File: config.mk
export PLATFORM = sky130hd
export DESIGN_NAME = bitslice_router
export DESIGN_NICKNAME = d
export VERILOG_FILES = /design/src/rtl/bsr_pkg.sv /design/src/rtl/bsr_seq.sv /design/src/rtl/bsr_pat_table.sv /design/src/rtl/bsr_src_bank.sv /design/src/rtl/bsr_dist_bank.sv /design/src/rtl/bitslice_router.sv
export SDC_FILE = /design/constraint.sdc
export NUM_CORES = 1
export LEC_CHECK = 0
export ABC_AREA = 1
export BUFFER_PORTS_ARGS = -buffer_cell sky130_fd_sc_hd__buf_2
export CAP_MARGIN = 30
export CORE_MARGIN = 4
export CORE_UTILIZATION = 45
export CTS_CLUSTER_DIAMETER = 60
export CTS_CLUSTER_SIZE = 8
export DETAILED_ROUTE_END_ITERATION = 10
export GPL_TIMING_DRIVEN = 0
export PLACE_DENSITY = 0.76
export SLEW_MARGIN = 0
export SYNTH_ARGS = -nofsm -noshare
export SYNTH_HDL_FRONTEND = slang
export SYNTH_SLANG_ARGS = --single-unit
File: constraint.sdc
create_clock -name clk_i -period 5.1 [get_ports clk_i]
set_input_delay 0.51 -clock clk_i [delete_from_list [all_inputs] [get_ports clk_i]]
set_output_delay 0.51 -clock clk_i [all_outputs]
set_load 0.1 [all_outputs]
File: src/rtl/bsr_pkg.sv
package bsr_pkg;
  typedef enum logic {
    DST_FIXED   = 1'b0,
    DST_BY_SCAN = 1'b1
  } dst_mode_e;
endpackage

File: src/rtl/bsr_seq.sv
module bsr_seq #(
  parameter int SLOTS  = 16,
  parameter int WORD_W = 16,
  parameter int SLOT_W = $clog2(SLOTS),
  parameter int SCAN_W = $clog2(WORD_W)
) (
  input  logic              clk_i,
  input  logic              rst_ni,
  input  logic              start_i,
  input  logic              hold_i,
  output logic              load_o,
  output logic              run_o,
  output logic [SLOT_W-1:0] slot_o,
  output logic [SCAN_W-1:0] scan_o,
  output logic              shift_o,
  output logic              last_o
);
  logic              run_q;
  logic [SLOT_W-1:0] slot_q;
  logic [SCAN_W-1:0] scan_q;

  assign load_o  = start_i & ~run_q & ~hold_i;
  assign shift_o = run_q & (slot_q == SLOT_W'(SLOTS - 1));
  assign last_o  = shift_o & (scan_q == SCAN_W'(WORD_W - 1));

  always_ff @(posedge clk_i or negedge rst_ni) begin
    if (!rst_ni) begin
      run_q  <= 1'b0;
      slot_q <= '0;
      scan_q <= '0;
    end else if (load_o) begin
      run_q  <= 1'b1;
      slot_q <= '0;
      scan_q <= '0;
    end else if (run_q) begin
      if (shift_o) begin
        slot_q <= '0;
        scan_q <= scan_q + 1'b1;
        if (last_o) run_q <= 1'b0;
      end else begin
        slot_q <= slot_q + 1'b1;
      end
    end
  end

  assign run_o  = run_q;
  assign slot_o = slot_q;
  assign scan_o = scan_q;

  assert_run_ends_R2: assert property (@(posedge clk_i) disable iff (!rst_ni)
    last_o |=> !run_o);
  assert_run_holds_R2: assert property (@(posedge clk_i) disable iff (!rst_ni)
    (run_o && !last_o) |=> run_o);
  assert_scan_wrap_R7: assert property (@(posedge clk_i) disable iff (!rst_ni)
    (shift_o && !last_o) |=> (slot_o == '0) && (scan_o == $past(scan_o) + 1'b1));
endmodule

File: src/rtl/bsr_pat_table.sv
module bsr_pat_table #(
  parameter int SLOTS   = 16,
  parameter int NUM_DST = 16,
  parameter int SRC_W   = 4,
  parameter int DST_W   = $clog2(NUM_DST),
  parameter int SLOT_W  = $clog2(SLOTS)
) (
  input  logic              clk_i,
  input  logic              rst_ni,
  input  logic              we_i,
  input  logic [SLOT_W-1:0] waddr_i,
  input  logic [SRC_W-1:0]  wsrc_i,
  input  logic [DST_W-1:0]  wdst_i,
  input  logic              wscan_i,
  input  logic              wwr_i,
  input  logic [SLOT_W-1:0] raddr_i,
  output logic [SRC_W-1:0]  rsrc_o,
  output logic [DST_W-1:0]  rdst_o,
  output logic              rscan_o,
  output logic              rwr_o
);
  localparam int ENT_W = SRC_W + DST_W + 2;

  logic [SLOTS-1:0][ENT_W-1:0] ent_q;
  logic [ENT_W-1:0]            rd_ent;

  // reset contents: slot k reads source k, destination follows the scan
  function automatic logic [ENT_W-1:0] dflt_ent(input int k);
    return {1'b1, 1'b1, DST_W'(k % NUM_DST), SRC_W'(k)};
  endfunction

  always_ff @(posedge clk_i or negedge rst_ni) begin
    if (!rst_ni) begin
      for (int k = 0; k < SLOTS; k++) ent_q[k] <= dflt_ent(k);
    end else if (we_i) begin
      ent_q[waddr_i] <= {wwr_i, wscan_i, wdst_i, wsrc_i};
    end
  end

  assign rd_ent  = ent_q[raddr_i];
  assign rsrc_o  = rd_ent[SRC_W-1:0];
  assign rdst_o  = rd_ent[SRC_W +: DST_W];
  assign rscan_o = rd_ent[SRC_W+DST_W];
  assign rwr_o   = rd_ent[ENT_W-1];

  assert_tbl_write_R10: assert property (@(posedge clk_i) disable iff (!rst_ni)
    we_i |=> ent_q[$past(waddr_i)] == $past({wwr_i, wscan_i, wdst_i, wsrc_i}));
endmodule

File: src/rtl/bsr_src_bank.sv
module bsr_src_bank #(
  parameter int LANES   = 8,
  parameter int GROUPS  = 2,
  parameter int WORD_W  = 16,
  parameter int NUM_SRC = LANES * GROUPS,
  parameter int LANE_W  = $clog2(LANES),
  parameter int GRP_W   = $clog2(GROUPS),
  parameter int SRC_W   = LANE_W + GRP_W
) (
  input  logic                      clk_i,
  input  logic                      rst_ni,
  input  logic                      load_i,
  input  logic [NUM_SRC*WORD_W-1:0] load_data_i,
  input  logic                      shift_i,
  input  logic                      sel_en_i,
  input  logic [SRC_W-1:0]          sel_i,
  output logic                      bus_o
);
  logic [NUM_SRC-1:0][WORD_W-1:0] src_q;
  logic [NUM_SRC-1:0]             msb_v;
  logic [GROUPS-1:0]              grp_en;
  logic [GROUPS-1:0]              grp_bit;
  logic [LANE_W-1:0]              lane_idx;
  logic [GRP_W-1:0]               grp_idx;

  assign lane_idx = sel_i[LANE_W-1:0];
  assign grp_idx  = sel_i[SRC_W-1 -: GRP_W];

  always_ff @(posedge clk_i or negedge rst_ni) begin
    if (!rst_ni) begin
      src_q <= '0;
    end else if (load_i) begin
      src_q <= load_data_i;
    end else if (shift_i) begin
      for (int i = 0; i < NUM_SRC; i++) src_q[i] <= {src_q[i][WORD_W-2:0], 1'b0};
    end
  end

  for (genvar i = 0; i < NUM_SRC; i++) begin : g_msb
    assign msb_v[i] = src_q[i][WORD_W-1];
  end

  // one 8-way selector per group; the disabled group contributes 0
  for (genvar g = 0; g < GROUPS; g++) begin : g_grp
    logic [LANES-1:0] grp_msb;
    assign grp_msb    = msb_v[g*LANES +: LANES];
    assign grp_en[g]  = sel_en_i & (grp_idx == GRP_W'(g));
    assign grp_bit[g] = grp_en[g] & grp_msb[lane_idx];
  end

  assign bus_o = |grp_bit;

  assert_one_driver_R4: assert property (@(posedge clk_i) disable iff (!rst_ni)
    $onehot0(grp_en));
  assert_src_hold_R8: assert property (@(posedge clk_i) disable iff (!rst_ni)
    (!load_i && !shift_i) |=> $stable(src_q));
  assert_src_shift_R7: assert property (@(posedge clk_i) disable iff (!rst_ni)
    (shift_i && !load_i) |=> src_q[0] == {$past(src_q[0][WORD_W-2:0]), 1'b0});
endmodule

File: src/rtl/bsr_dist_bank.sv
module bsr_dist_bank #(
  parameter int NUM_DST = 16,
  parameter int WORD_W  = 16,
  parameter int DST_W   = $clog2(NUM_DST)
) (
  input  logic                      clk_i,
  input  logic                      rst_ni,
  input  logic                      stb_i,
  input  logic [DST_W-1:0]          addr_i,
  input  logic                      bit_i,
  output logic                      pend_o,
  output logic [NUM_DST*WORD_W-1:0] data_o
);
  logic                           stb_q;
  logic [DST_W-1:0]               addr_q;
  logic                           bit_q;
  logic [NUM_DST-1:0]             wr_v;
  logic [NUM_DST-1:0][WORD_W-1:0] dst_q;

  // strobe latches address and bus bit
  always_ff @(posedge clk_i or negedge rst_ni) begin
    if (!rst_ni) begin
      stb_q  <= 1'b0;
      addr_q <= '0;
      bit_q  <= 1'b0;
    end else begin
      stb_q <= stb_i;
      if (stb_i) begin
        addr_q <= addr_i;
        bit_q  <= bit_i;
      end
    end
  end

  for (genvar d = 0; d < NUM_DST; d++) begin : g_dst
    assign wr_v[d] = stb_q & (addr_q == DST_W'(d));
    always_ff @(posedge clk_i or negedge rst_ni) begin
      if (!rst_ni)      dst_q[d] <= '0;
      else if (wr_v[d]) dst_q[d] <= {dst_q[d][WORD_W-2:0], bit_q};
    end
  end

  assign pend_o = stb_q;
  assign data_o = dst_q;

  assert_one_write_R6: assert property (@(posedge clk_i) disable iff (!rst_ni)
    $onehot0(wr_v));
  assert_dst_hold_R6: assert property (@(posedge clk_i) disable iff (!rst_ni)
    !stb_q |=> $stable(dst_q));
  assert_dst_lsb_R5: assert property (@(posedge clk_i) disable iff (!rst_ni)
    stb_q |=> dst_q[$past(addr_q)][0] == $past(bit_q));
endmodule

File: src/rtl/bitslice_router.sv
module bitslice_router
  import bsr_pkg::*;
#(
  parameter int LANES   = 8,
  parameter int GROUPS  = 2,
  parameter int WORD_W  = 16,
  parameter int NUM_DST = 16,
  localparam int NUM_SRC = LANES * GROUPS,
  localparam int SRC_W   = $clog2(NUM_SRC),
  localparam int DST_W   = $clog2(NUM_DST),
  localparam int SLOT_W  = $clog2(NUM_SRC)
) (
  input  logic                      clk_i,
  input  logic                      rst_ni,
  input  logic                      start_i,
  input  logic [NUM_SRC*WORD_W-1:0] load_data_i,
  input  logic                      pat_we_i,
  input  logic [SLOT_W-1:0]         pat_addr_i,
  input  logic [SRC_W-1:0]          pat_src_i,
  input  logic [DST_W-1:0]          pat_dst_i,
  input  logic                      pat_by_scan_i,
  input  logic                      pat_wr_en_i,
  output logic                      busy_o,
  output logic                      done_o,
  output logic                      bus_o,
  output logic [NUM_DST*WORD_W-1:0] dst_data_o
);
  localparam int SCAN_W = $clog2(WORD_W);

  logic              load, run, shift, last;
  logic [SLOT_W-1:0] slot;
  logic [SCAN_W-1:0] scan;
  logic [SRC_W-1:0]  ent_src;
  logic [DST_W-1:0]  ent_dst, dst_sel;
  logic              ent_scan, ent_wr;
  logic              bus, pend, last_q, done_q;
  dst_mode_e         mode;

  bsr_seq #(.SLOTS(NUM_SRC), .WORD_W(WORD_W)) u_seq (
    .clk_i, .rst_ni, .start_i, .hold_i(pend),
    .load_o(load), .run_o(run), .slot_o(slot), .scan_o(scan),
    .shift_o(shift), .last_o(last)
  );

  bsr_pat_table #(.SLOTS(NUM_SRC), .NUM_DST(NUM_DST), .SRC_W(SRC_W)) u_tbl (
    .clk_i, .rst_ni,
    .we_i(pat_we_i), .waddr_i(pat_addr_i), .wsrc_i(pat_src_i),
    .wdst_i(pat_dst_i), .wscan_i(pat_by_scan_i), .wwr_i(pat_wr_en_i),
    .raddr_i(slot), .rsrc_o(ent_src), .rdst_o(ent_dst),
    .rscan_o(ent_scan), .rwr_o(ent_wr)
  );

  bsr_src_bank #(.LANES(LANES), .GROUPS(GROUPS), .WORD_W(WORD_W)) u_src (
    .clk_i, .rst_ni, .load_i(load), .load_data_i, .shift_i(shift),
    .sel_en_i(run), .sel_i(ent_src), .bus_o(bus)
  );

  assign mode    = dst_mode_e'(ent_scan);
  assign dst_sel = (mode == DST_BY_SCAN) ? DST_W'(scan % NUM_DST) : ent_dst;

  bsr_dist_bank #(.NUM_DST(NUM_DST), .WORD_W(WORD_W)) u_dist (
    .clk_i, .rst_ni, .stb_i(run & ent_wr), .addr_i(dst_sel), .bit_i(bus),
    .pend_o(), .data_o(dst_data_o)
  );

  // trailing write cycle tracked here so a write-disabled last slot still ends cleanly
  always_ff @(posedge clk_i or negedge rst_ni) begin
    if (!rst_ni) begin
      pend   <= 1'b0;
      last_q <= 1'b0;
      done_q <= 1'b0;
    end else begin
      pend   <= run;
      last_q <= last;
      done_q <= last_q;
    end
  end

  assign busy_o = run | pend;
  assign done_o = done_q;
  assign bus_o  = bus;

  assert_bus_idle_R4: assert property (@(posedge clk_i) disable iff (!rst_ni)
    !run |-> !bus_o);
  assert_done_pulse_R9: assert property (@(posedge clk_i) disable iff (!rst_ni)
    done_o |=> !done_o);
  assert_done_idle_R9: assert property (@(posedge clk_i) disable iff (!rst_ni)
    done_o |-> !busy_o);
  assert_busy_start_R8: assert property (@(posedge clk_i) disable iff (!rst_ni)
    (start_i && busy_o && !last) |=> busy_o);
endmodule

==> metrics <==
status finished clean; routability cong. ~0.94; synthesized area ~29000 um^2; Comb pwr share a little under two fifths; sequential area share after synthesis approximately 61%; row count slightly above 90; CTS tree built; Port-buffer cells between 500 and 600; root buffer cell clkbuf_16; clock insertion delay at the later pin of the skew report 640 ps; DR vias/cell between 5 and 6; sequential power share between 30% and 40%; fin. max-slew vios 0; Post-Synthesis Net Count approximately 3100; crit end category output port; post-synthesis area per instance approximately 10 um^2; max_cap viols 0; fin util between 50 and 60%; area leader, netlist dfrtp_1; period utilization between 80 and 90%; critical path type reg -> out; # DRC 0; top cells by area, synth dfrtp_1 (52%), dfstp_2 (8.8%), nand2_1 (8.5%); RR Endpoint u_src.src_q[227]; Final Hold Slack a little under 90 ps; Die Ht between 200 and 300 um; CTS resizes 0; Core Area about 63000 um^2; area share of the largest cell type after synthesis between 50% and 60%; Ports about 530; setup total negative slack 0 ps; synthesized flop and latch total between 600 and 700; Design Area, Final between 30000 and 40000 um^2; NetSw about 0.0096 W; CTS Buffer Depth 3; Total GRT Usage 24.51%; CTS Buf Count between 90 and 100; vias 23540; internal power around 0.013 W; Post-synth EDFFs 0; Layout area overhead 23.33%; Sw Ratio a little over two fifths; post-route ant nets 0; R2R cell count 7; initial antenna violation count 23; Max Fclk around 240 MHz; FF-to-FF setup slack ~2100 ps; first-pass GRT wire length 131.4 mm; headroom to the max-slew limit between 40% and 50%; DPL Wire Length ~62 mm; Synth top cells by count nand2_1 (644), dfrtp_1 (594), inv_1 (319); vias in the first global route between 20000 and 25000; drt wl/cell 19.23 um; Die W approximately 260 um; Clk pwr share between 20% and 30%; Worst Path Arrival ~3600 ps; area occupied by multi-input gates 9188 um^2; Worst Clk Skew roughly 38 ps; Detailed Routing Iterations Pass 1 5; CP endpoint bus_o; final net count approximately 3800; total wire length 84.78 mm; Initial Utilization between 40% and 50%; dpl cell area between 30000 and 40000 um^2; largest net degree at the start of global routing roughly 130; prevailing post-synth register cell dfrtp_1; CP Launch Point u_seq.slot_o[1]; peak supply drop roughly 0.36 mV; Startpoint Class register; # H-tree levels 3; DRT iter0 DRCs 2100; Critical Path RT ~4600 ps; r2r startpoint u_seq.run_o; Hold Crit Class in -> reg; YS warnings 0; CTS clock-pin slew for the worst setup and hold paths roughly 50 ps; Filler cells 5455; Least-Margin Pin Slew 798.4 ps; layout cell share with drive strength beyond 1 26.52%; leakage power 17.40 nW; fin crit period 4138 ps; most frequent cell after synthesis nand2_1; RSZ-0062 raised after global routing false; Synth Instances about 2900; final setup fails 0; clock sinks ~700; grt ovf 0; CP Max Fanout 10; Yosys cell types 31; Synth async-reset ratio 100.0%; power per standard cell area between 600 and 700 nW/um^2; final hold vios 0; sequential cell area between 15000 and 20000 um^2; die footprint between 60000 and 70000 um^2
## through the flow
step / std cells / setup WS (ps) / total power [W]
2_1_floorplan: 2863 / 2446 / 0.01437
3_3_place_gp: 4241 / -10840 / 0.01636
3_5_place_dp: 4247 / 1674 / 0.01656
4_1_cts: 4391 / 973.8 / 0.02246
5_1_grt: 4397 / 787.8 / 0.02356
6_report: 4408 / 962.0 / 0.02238
## sequential cells by signal (all words and copies together), names as in the netlist, 4 cells and up
name and count:
u_src.g_grp.grp_msb 16, u_dist.addr_q 4, u_seq.scan_o 4, u_src.src_q 240, u_seq.slot_o 4, u_dist.data_o 256, u_tbl.ent_q 160
## final cells by class
cell class	count	share of cell area, %
flip-flops and latches	690	49.37
multi-input cells	1665	26.09
repair buffers	539	8.087
clock buffers	137	7.440
inverters	328	3.496
well taps	846	3.006
plain buffers	180	2.125
clock inverters	6	0.2629
diodes	17	0.1208
## cell usage in the layout (no fill, tap or decap), types with 2 or more instances in the layout
master,count
nand2_1,644
dfrtp_1,594
buf_2,559
inv_1,319
o21ai_0,297
o221ai_1,208
clkbuf_1,179
mux2_2,138
nor2_1,136
clkbuf_16,99
dfstp_2,96
nand3_1,92
a21oi_1,74
o211ai_1,31
diode_2,17
buf_4,10
inv_2,9
o22ai_1,8
nand2_2,7
nand4_1,7
buf_16,6
nor2_4,3
a221oi_1,3
nand2_4,2
a31oi_1,2
a22oi_1,2
nor3_1,2
o21ai_1,2
nor3_2,2
ha_1,2
clkinv_4,2
## critical path, cell delays in order (launching register included)
cell and delay, ps:
dfrtp_1 540, nand2_2 320, inv_2 210, nand2_1 110, nor2_1 50, nor2_1 280
nand2_4 150, nand2_2 170, nand2_1 70, nand3_1 70, nand3_1 80, nand2_1 130
nand2_1 60, nand2_1 260, buf_2 490
## layer usage
| layer | part of all wire, % | global-route usage [%] | vias up |
|---|---|---|---|
| met3 | 8.4 | 6.310 | 222 |
| met2 | 48 | 40.60 | 1004 |
| met5 | 0.13 | 0 | - |
| met1 | 39 | 30.88 | 11410 |
| li1 | - | - | 10890 |
| met4 | 4.0 | 9.849 | 20 |
## worst min-delay path by stage
stage          cells after the start              end       startpoint  slack, ps
2_1_floorplan                      0           done_o           rst_ni        210
3_3_place_gp                       0           done_o           last_q        340
3_5_place_dp                       0           done_o           last_q        340
4_1_cts                            3  u_src.src_q[64]  load_data_i[64]         50
5_1_grt                            3  u_src.src_q[35]  load_data_i[35]         70
6_report                           3  u_src.src_q[22]  load_data_i[22]         90
## power by group through the flow
stage	clock network, W	logic (W)	registers (W)
after global placement	0	0.00823	0.00813
after global routing	0.00615	0.00911	0.00829
after floorplan	0	0.00341	0.0110
after detailed placement	0	0.00839	0.00816
after CTS	0.00591	0.00845	0.00811
final	0.00582	0.00844	0.00812
## kinds of logic after synthesis
group | count (synthesis) | share of synthesized area, %
mux | 138 | 5.442
simple gates | 897 | 12.52
xor+xnor | 1 | 0.03068
flops | 690 | 60.89
fa+ha+maj | 2 | 0.08762
compound gates | 627 | 14.10
buf+inv | 508 | 6.932
## what timing repair did
action                                 4_1_cts  5_1_grt
buffers inserted                             0        0
endpoints found under the hold margin      100        0
hold buffers                                 1        0
Note: power is estimated with default switching activity, not from simulation.
